[config.mk]
export PLATFORM = sky130hd
export DESIGN_NAME = prot_region_regs
export DESIGN_NICKNAME = d
export VERILOG_FILES = /design/src/rtl/prr_pkg.sv /design/src/rtl/prr_decode.sv /design/src/rtl/prr_ctl_regs.sv /design/src/rtl/prr_region_store.sv /design/src/rtl/prot_region_regs.sv
export SDC_FILE = /design/constraint.sdc
export NUM_CORES = 1
export LEC_CHECK = 0
export BUFFER_PORTS_ARGS = -buffer_cell sky130_fd_sc_hd__buf_2
export CELL_PAD_IN_SITES_DETAIL_PLACEMENT = 0
export CELL_PAD_IN_SITES_GLOBAL_PLACEMENT = 1
export CORE_UTILIZATION = 38
export DETAILED_ROUTE_END_ITERATION = 8
export GPL_TIMING_DRIVEN = 0
export HOLD_SLACK_MARGIN = 0.06
export PLACE_DENSITY_LB_ADDON = 0.1
export SYNTH_ARGS = -nofsm -noshare
export SYNTH_HDL_FRONTEND = slang
export SYNTH_SLANG_ARGS = --single-unit
[constraint.sdc]
create_clock -name clk -period 2.46 [get_ports clk]
set_clock_uncertainty 0.2 [all_clocks]
set_input_delay 0.369 -clock clk [delete_from_list [all_inputs] [get_ports clk]]
set_output_delay 0.369 -clock clk [all_outputs]
set_load 0.03 [all_outputs]
[src/rtl/prr_pkg.sv]
package prr_pkg;
    localparam int DATA_W   = 32;
    localparam int BASE_LSB = 5;
    localparam int BASE_W   = DATA_W - BASE_LSB;
    localparam int SEL_W    = 8;
    localparam int CTL_W    = 3;

    // word indices of the primary registers; alias pairs follow the base/attr pair
    localparam int unsigned IDX_CAP   = 0;
    localparam int unsigned IDX_CTL   = 1;
    localparam int unsigned IDX_SEL   = 2;
    localparam int unsigned IDX_PAIR0 = 3;

    // bits of the attribute word that hold state; the rest are reserved
    localparam logic [DATA_W-1:0] ATTR_KEEP = 32'h173F_FF3F;

    typedef enum logic [2:0] {
        K_NONE,
        K_CAP,
        K_CTL,
        K_SEL,
        K_BASE,
        K_ATTR
    } reg_kind_e;
endpackage

[src/rtl/prr_decode.sv]
module prr_decode
    import prr_pkg::*;
#(
    parameter int ADDR_W      = 6,
    parameter int NUM_ALIASES = 3
) (
    input  logic [ADDR_W-1:0] addr,
    output reg_kind_e         kind
);
    localparam int unsigned PAIR_END = IDX_PAIR0 + 2 * (NUM_ALIASES + 1);

    int unsigned idx;

    always_comb begin
        idx  = 32'(addr[ADDR_W-1:2]);
        kind = K_NONE;
        if (idx == IDX_CAP) begin
            kind = K_CAP;
        end else if (idx == IDX_CTL) begin
            kind = K_CTL;
        end else if (idx == IDX_SEL) begin
            kind = K_SEL;
        end else if (idx < PAIR_END) begin
            kind = (((idx - IDX_PAIR0) % 2) == 0) ? K_BASE : K_ATTR;
        end
    end
endmodule

[src/rtl/prr_ctl_regs.sv]
module prr_ctl_regs
    import prr_pkg::*;
(
    input  logic             clk,
    input  logic             rst_n,
    input  logic             ctl_we,
    input  logic             sel_we,
    input  logic             base_we,
    input  logic [DATA_W-1:0] wdata,
    output logic [CTL_W-1:0] ctl_q,
    output logic [SEL_W-1:0] sel_q
);
    always_ff @(posedge clk or negedge rst_n) begin
        if (!rst_n) begin
            ctl_q <= '0;
        end else if (ctl_we) begin
            ctl_q <= wdata[CTL_W-1:0];
        end
    end

    // a base write carrying the valid flag re-targets the select word
    always_ff @(posedge clk or negedge rst_n) begin
        if (!rst_n) begin
            sel_q <= '0;
        end else if (sel_we) begin
            sel_q <= wdata[SEL_W-1:0];
        end else if (base_we && wdata[4]) begin
            sel_q <= {{(SEL_W-4){1'b0}}, wdata[3:0]};
        end
    end
endmodule

[src/rtl/prr_region_store.sv]
module prr_region_store
    import prr_pkg::*;
#(
    parameter int NUM_REGIONS = 8
) (
    input  logic                          clk,
    input  logic                          rst_n,
    input  logic [SEL_W-1:0]              sel,
    input  logic                          base_we,
    input  logic                          attr_we,
    input  logic [DATA_W-1:0]             wdata,
    output logic [NUM_REGIONS*BASE_W-1:0] base_flat,
    output logic [NUM_REGIONS*DATA_W-1:0] attr_flat,
    output logic [BASE_W-1:0]             rd_base,
    output logic [DATA_W-1:0]             rd_attr
);
    logic [SEL_W-1:0] base_tgt;

    always_comb begin
        base_tgt = wdata[4] ? {{(SEL_W-4){1'b0}}, wdata[3:0]} : sel;
    end

    logic [BASE_W-1:0] base_q [NUM_REGIONS];
    logic [DATA_W-1:0] attr_q [NUM_REGIONS];

    for (genvar r = 0; r < NUM_REGIONS; r++) begin : g_rgn
        always_ff @(posedge clk or negedge rst_n) begin
            if (!rst_n) begin
                base_q[r] <= '0;
            end else if (base_we && (base_tgt == SEL_W'(r))) begin
                base_q[r] <= wdata[DATA_W-1:BASE_LSB];
            end
        end

        always_ff @(posedge clk or negedge rst_n) begin
            if (!rst_n) begin
                attr_q[r] <= '0;
            end else if (attr_we && (sel == SEL_W'(r))) begin
                attr_q[r] <= wdata & ATTR_KEEP;
            end
        end

        assign base_flat[r*BASE_W +: BASE_W] = base_q[r];
        assign attr_flat[r*DATA_W +: DATA_W] = attr_q[r];
    end

    always_comb begin
        rd_base = '0;
        rd_attr = '0;
        for (int r = 0; r < NUM_REGIONS; r++) begin
            if (sel == SEL_W'(r)) begin
                rd_base = base_q[r];
                rd_attr = attr_q[r];
            end
        end
    end
endmodule

[src/rtl/prot_region_regs.sv]
module prot_region_regs
    import prr_pkg::*;
#(
    parameter int NUM_REGIONS = 8,
    parameter int ADDR_W      = 6,
    parameter int NUM_ALIASES = 3
) (
    input  logic                          clk,
    input  logic                          rst_n,
    input  logic [ADDR_W-1:0]             bus_addr,
    input  logic [31:0]                   bus_wdata,
    input  logic                          bus_we,
    input  logic                          bus_re,
    output logic [31:0]                   bus_rdata,
    output logic                          unit_enable,
    output logic                          unit_handler_check,
    output logic                          unit_priv_background,
    output logic [NUM_REGIONS*27-1:0]     rgn_base_o,
    output logic [NUM_REGIONS*32-1:0]     rgn_attr_o
);
    localparam logic [7:0] CAP_COUNT = 8'(NUM_REGIONS);

    reg_kind_e         kind;
    logic [CTL_W-1:0]  ctl_q;
    logic [SEL_W-1:0]  sel_q;
    logic [BASE_W-1:0] rd_base;
    logic [DATA_W-1:0] rd_attr;
    logic [DATA_W-1:0] rd_next;
    logic [DATA_W-1:0] rdata_q;

    prr_decode #(
        .ADDR_W      (ADDR_W),
        .NUM_ALIASES (NUM_ALIASES)
    ) dec_i (
        .addr (bus_addr),
        .kind (kind)
    );

    prr_ctl_regs ctl_i (
        .clk     (clk),
        .rst_n   (rst_n),
        .ctl_we  (bus_we && (kind == K_CTL)),
        .sel_we  (bus_we && (kind == K_SEL)),
        .base_we (bus_we && (kind == K_BASE)),
        .wdata   (bus_wdata),
        .ctl_q   (ctl_q),
        .sel_q   (sel_q)
    );

    prr_region_store #(
        .NUM_REGIONS (NUM_REGIONS)
    ) store_i (
        .clk       (clk),
        .rst_n     (rst_n),
        .sel       (sel_q),
        .base_we   (bus_we && (kind == K_BASE)),
        .attr_we   (bus_we && (kind == K_ATTR)),
        .wdata     (bus_wdata),
        .base_flat (rgn_base_o),
        .attr_flat (rgn_attr_o),
        .rd_base   (rd_base),
        .rd_attr   (rd_attr)
    );

    always_comb begin
        unique case (kind)
            K_CAP:   rd_next = {16'h0000, CAP_COUNT, 8'h00};
            K_CTL:   rd_next = {{(DATA_W-CTL_W){1'b0}}, ctl_q};
            K_SEL:   rd_next = {{(DATA_W-SEL_W){1'b0}}, sel_q};
            K_BASE:  rd_next = {rd_base, 1'b0, sel_q[3:0]};
            K_ATTR:  rd_next = rd_attr;
            default: rd_next = '0;
        endcase
    end

    always_ff @(posedge clk or negedge rst_n) begin
        if (!rst_n) begin
            rdata_q <= '0;
        end else if (bus_re) begin
            rdata_q <= rd_next;
        end
    end

    assign bus_rdata            = rdata_q;
    assign unit_enable          = ctl_q[0];
    assign unit_handler_check   = ctl_q[1];
    assign unit_priv_background = ctl_q[2];
endmodule

== Yosys cells after proc, flatten, opt, wreduce, memory -nomap -nowiden ==
Index checks and enable logic that the tools add are counted.
Widths: inputs -> output; s select.
Cells by class
  add/subtract/negate cells: 1
  $lt $le $gt $ge: 1
  equal/unequal tests: 21
  mux-type cells: 25
  reductions and logical operators: 26
Operators by type and width (number)
  $mux 32: 7
  $mux 27: 8
  $pmux 32 s5: 1
  $eq 8x3->1 const B: 8
  $eq 8x2->1 const B: 4
  $logic_not 32->1: 1
  $mux 29: 1
  $mux 8: 3
  $logic_and 1x1->1: 21
  $eq 8x1->1 const B: 2
  $logic_not 8->1: 2
  $mux 3: 4
  $eq 3x2->1 const B: 2
  $eq 3x3->1 const B: 2
  $eq 4x1->1 const B: 1
  $eq 4x2->1 const B: 1
  $logic_not 4->1: 1
  $lt 4x4->1 const B: 1
  $eq 3x1->1 const B: 1
  $reduce_bool 2->1: 1
  $mux 1: 1
  $sub 1x1->1 const B: 1
Word-level totals
  bits in registers: 451
  input port bits: 42
  output and inout port bits: 507
  word-level logic and storage cells: 93

== Logic depth before layout (Yosys ltp) ==
  word-level depth: 12
  gate-level depth with buffers: 9
  mapped depth without buffers: 5

== Cells and area by module ==
A second synthesis with hierarchy kept.
Unflattened totals
  cells, all modules: 1614
  area, all modules: 21688.3 sq um
Modules (own cells, without submodules)
  prr_region_store: times used 1, cells an instance 1417, area each 19367.3 sq um, seq. area each 10209.8 sq um
  prot_region_regs: times used 1, cells an instance 163, area each 1838.0 sq um, seq. area each 800.8 sq um
  prr_ctl_regs: times used 1, cells an instance 29, area each 445.4 sq um, seq. area each 275.3 sq um
  prr_decode: times used 1, cells an instance 5, area each 37.5 sq um, seq. area each 0.0 sq um

== Worst setup path before layout ==
No wires, ideal clock.
  path type: register to register
  from: register ctl_i.sel_q[5]
  to: register store_i.base_q (netlist bit store_i.base_flat[10])
  library setup time: 0.125 ns
  arrival time: 2.277 ns
  required time: 2.135 ns
  path slack: -0.141 ns
  stages on the path, launching flop included: 9
  buffers on the path: 3
  clock period less this slack: 2.601 ns
  cells stage by stage: dfrtp_1 or4_4 o31ai_1 and3_1 clkbuf_1 nor2b_1 buf_4 buf_6 mux2_2
Between the ends
  longest elaborated chain between the ends: 3
RTL lines
  start: declaration: line prr_ctl_regs.sv:11  | output logic [SEL_W-1:0] sel_q
  start signal: assignment: line prr_ctl_regs.sv:26  | sel_q <= wdata[SEL_W-1:0];
  start signal: assignment: line prr_ctl_regs.sv:28  | sel_q <= {{(SEL_W-4){1'b0}}, wdata[3:0]};
  $mux 8: line prr_region_store.sv:20  | base_tgt = wdata[4] ? {{(SEL_W-4){1'b0}}, wdata[3:0]} : sel;
  $logic_not 8->1: line prr_region_store.sv:30  | end else if (base_we && (base_tgt == SEL_W'(r))) begin
  $logic_and 1x1->1: line prr_region_store.sv:30
  end signal: indexed assignment: line prr_region_store.sv:31  | base_q[r] <= wdata[DATA_W-1:BASE_LSB];
  end: declaration: line prr_region_store.sv:23  | logic [BASE_W-1:0] base_q [NUM_REGIONS];
No other way between the ends.
A chain may end at the register's enable or synchronous reset.

== Final worst setup path ==
  from: register ctl_i.sel_q[6]
  to: register store_i.base_q (netlist bit store_i.base_flat[131])
Between the ends
  longest elaborated chain between the ends: 3
RTL lines (line)
  $mux 8: prr_region_store.sv:20
  $eq 8x3->1: prr_region_store.sv:30
  $logic_and 1x1->1: prr_region_store.sv:30
No other way between the ends.

==> impl_metrics.tcl <==
set metrics [dict create \
    yosysTopAreaCell "dfrtp_1" \
    drv_cap 0 \
    switchingPower_mw 14.46 \
    worst_slew_pin_slew_ps 1076 \
    ys_seq_elements 451 \
    rows 87 \
    power.share.sequential_pct 33.6 \
    reg2reg_slack_ps -360 \
    final_core_util_pct 53.59 \
    hold_class "primary input to flip-flop" \
    hold_end "ctl_i.ctl_q[0]" \
    syn_area_um2 21610 \
    vdd.ir_drop.worst_mv 0.6984 \
    dieArea_um2 57820 \
    clkTransAtPathRegs_ps 60 \
    setup_viol 383 \
    max_stage_delay_ps 600 \
    slew_viol_final 0 \
    n_fill_cell 5012 \
    yosysSeqAreaShare_pct 52.23 \
    antenna_found_initial 2 \
    pwr-share-clk_pct 23.5 \
    ant_nets 0 \
    min_period_ps 2816 \
    critPathBufInv 3 \
    wl_per_cell_um 31.69 \
    slowest_stage "or4_4" \
    violations "negative setup slack" \
    dp_hpwl_um 68740 \
    grt_max_degree 113 \
    r2r_start "ctl_i.sel_q[6]" \
    h-tree-depth 2 \
    multi_input_area_um2 10250 \
    routed_wl_um 102700 \
    synth_warnings 0 \
    io_buffer_count 479 \
    min_from "bus_addr[3]" \
    path_cells "or4_4 > o31ai_4 > and4b_1 > clkbuf_8 > nor2b_4 > buf_12 > clkbuf_16 > mux2_4" \
    postSynth.asyncResetShare_pct 100.0 \
    netSwitchingFraction_pct 43.33 \
    p_comb_share_pct 42.9 \
    end_kind "flip-flop" \
    core_um2 56280 \
    cts_buffer_depth 3 \
    seqCellArea_um2 11290 \
    cts_buffers 51 \
    cp.required_ps 2760 \
    cts_root_buffer "clkbuf_16" \
    synth_edf_count 0 \
    die_y_um 240.5 \
    ys.flop_type "dfrtp_1" \
    num_antenna_cells 0 \
    setup_ws_ps -355.8 \
    die_w_um 240.5 \
    cts_tree "yes" \
    intPower_mw 18.91 \
    fmax_mhz 355.1 \
    grt_pass1_vias 17770 \
    critical_path.top_delay_family "simple AND/OR/NAND/NOR gates" \
    outcome "finished, violations left" \
    path_max_fanout 7 \
    io_pins 549 \
    p_total_mw 33.37 \
    clkSinkCount 451 \
    r2r_end "store_i.base_flat[131]" \
    cellLeakagePower_nw 15.49 \
    first_pass_iters 5 \
    finalHoldViolCount 0 \
    worstSetupStartpointType "flip-flop" \
    num_vias 18380 \
    clk_latency_ps 600 \
    path_class "flip-flop to flip-flop" \
    synth_area_leaders "dfrtp_1 52%, mux2_2 23%, mux2i_1 2.4%" \
    maxSlewHeadroom_pct 28.24 \
    crit_path_start "ctl_i.sel_q[6]" \
    drc 0 \
    grt_pass1_wl_um 137500 \
    syn_area_per_cell_um2 12.34 \
    worst-endpoint-arrival_ps 3110 \
    synth_top_area_share_pct 52.23 \
    grt_usage_pct 34.24 \
    start_util_pct 38.40 \
    rsz0062_at_grt "true" \
    worstHoldPathCells 3 \
    routed_via_density 5.668 \
    ff2ff_path_depth 8 \
    gr-total-overflow 0 \
    drt_iter0_drc 1467 \
    synth_cell_type_count 63 \
    synthCells 1751 \
    fin_crit_sh_pct 114.5 \
    fin_nets 2490 \
    drive_gt1_share_pct 53.02 \
    gp_congestion 0.8648 \
    area_delta_synth_final_pct 39.58 \
    power_density_nw_per_um2 1107 \
]
[logic make-up after synthesis]
| logic type | count (synthesis) | synth area share, % |
|---|---|---|
| simple gates | 286 | 6.468 |
| flops | 451 | 52.23 |
| mux | 511 | 27.05 |
| xor+xnor | 2 | 0.08108 |
| compound gates | 286 | 8.906 |
| other cells | 1 | 0.01735 |
| buf+inv | 214 | 5.252 |
[cells in the mapped netlist, types with 7 or more instances]
cell / n
a211oi_1: 7
a21oi_1: 71
a221oi_1: 23
a22oi_1: 31
and3_1: 9
buf_1: 10
buf_2: 36
buf_4: 68
clkbuf_1: 89
dfrtp_1: 451
mux2_2: 433
mux2_4: 20
mux2i_1: 51
mux4_2: 7
nand2_1: 83
nand2b_1: 8
nand3_1: 32
nor2_1: 69
nor2b_1: 35
o211ai_1: 19
o21ai_0: 61
o221ai_1: 20
or3_1: 19
[per-layer routing]
metal	wire, µm	global-route usage [%]	up-vias
met5	0	0	-
met4	4693	13.51	0
met3	8578	7.313	214
met2	47840	54.76	939
met1	41640	45.15	9570
li1	-	-	7652
[flip-flops by register name, summed over array words and instances, names as in the netlist]
name               flops
ctl_i.ctl_q            3
store_i.attr_flat    192
bus_rdata             32
store_i.base_flat    216
ctl_i.sel_q            8
[timing repair]
item	in CTS	in global routing
setup endpoints to repair	443	539
pin swaps	11	11
gates resized for setup	403	187
cloned	14	8
hold buffers	28	0
endpoints found under the hold margin	320	0
setup buffers	40	24
[power groups by stage]
stage	Combinational (mW)	Clock [mW]	Sequential [mW]
after floorplan	4.50	0	14.6
after detailed placement	13.3	0	11.2
after global routing	14.8	8.19	11.4
after global placement	13.2	0	11.1
final	14.3	7.85	11.2
after CTS	13.9	7.93	11.1
[worst register-to-register path, stage by stage (launching register included)]
cell and delay, ps:
dfrtp_1 390, or4_4 600, o31ai_4 250, and4b_1 280, clkbuf_8 170, nor2b_4 160, buf_12 170, clkbuf_16 190
mux2_4 310
[layout make-up]
| cell class | instances | area share (%) |
|---|---|---|
| buffer | 200 | 6.393 |
| clock buffer | 78 | 5.103 |
| clock inverter | 13 | 0.5227 |
| inverter | 6 | 0.08297 |
| multi-input combinational | 1149 | 33.98 |
| sequential | 451 | 37.42 |
| tap | 756 | 3.136 |
| timing repair buffer | 589 | 13.37 |
[layout by cell type (no fill, tap or decap), drive strengths merged, types with 9 or more instances in the layout]
master	instances
o21ai	61
a221oi	23
dlygate4sd3	28
a22oi	31
mux2	453
nand3	33
conb	64
mux2i	51
buf	689
and3	9
nor2	70
o211ai	19
a21oi	71
o221ai	20
dfrtp	451
clkbuf	150
nand2	89
nor2b	35
or3	19
[metrics by stage]
step	worst slack [ps]	cell area, µm²	TNS, ps	std cells	hold WS (ps)
final	-355.8	30160	-67420	3242	91.56
after global routing	-344.6	30160	-73520	3242	100.4
after CTS	-314.2	29400	-58300	3222	67.38
after detailed placement	-1947	25410	-294580	3053	146.1
after global placement	-8662	25290	-4147150	3049	274.5
after floorplan	-88.80	21950	-7094	1814	-126.6
[how the worst max path moves through the flow]
stage / end / slack, ps / cells past startpoint
4_1_cts: store_i.base_flat[6] / -310 / 9
6_report: store_i.base_flat[131] / -360 / 8
3_5_place_dp: bus_rdata[28] / -1950 / 8
2_1_floorplan: store_i.base_flat[114] / -90 / 8
3_3_place_gp: store_i.attr_flat[178] / -8660 / 1
5_1_grt: store_i.base_flat[131] / -340 / 8
No activity file was read; power rests on OpenSTA's default activity.
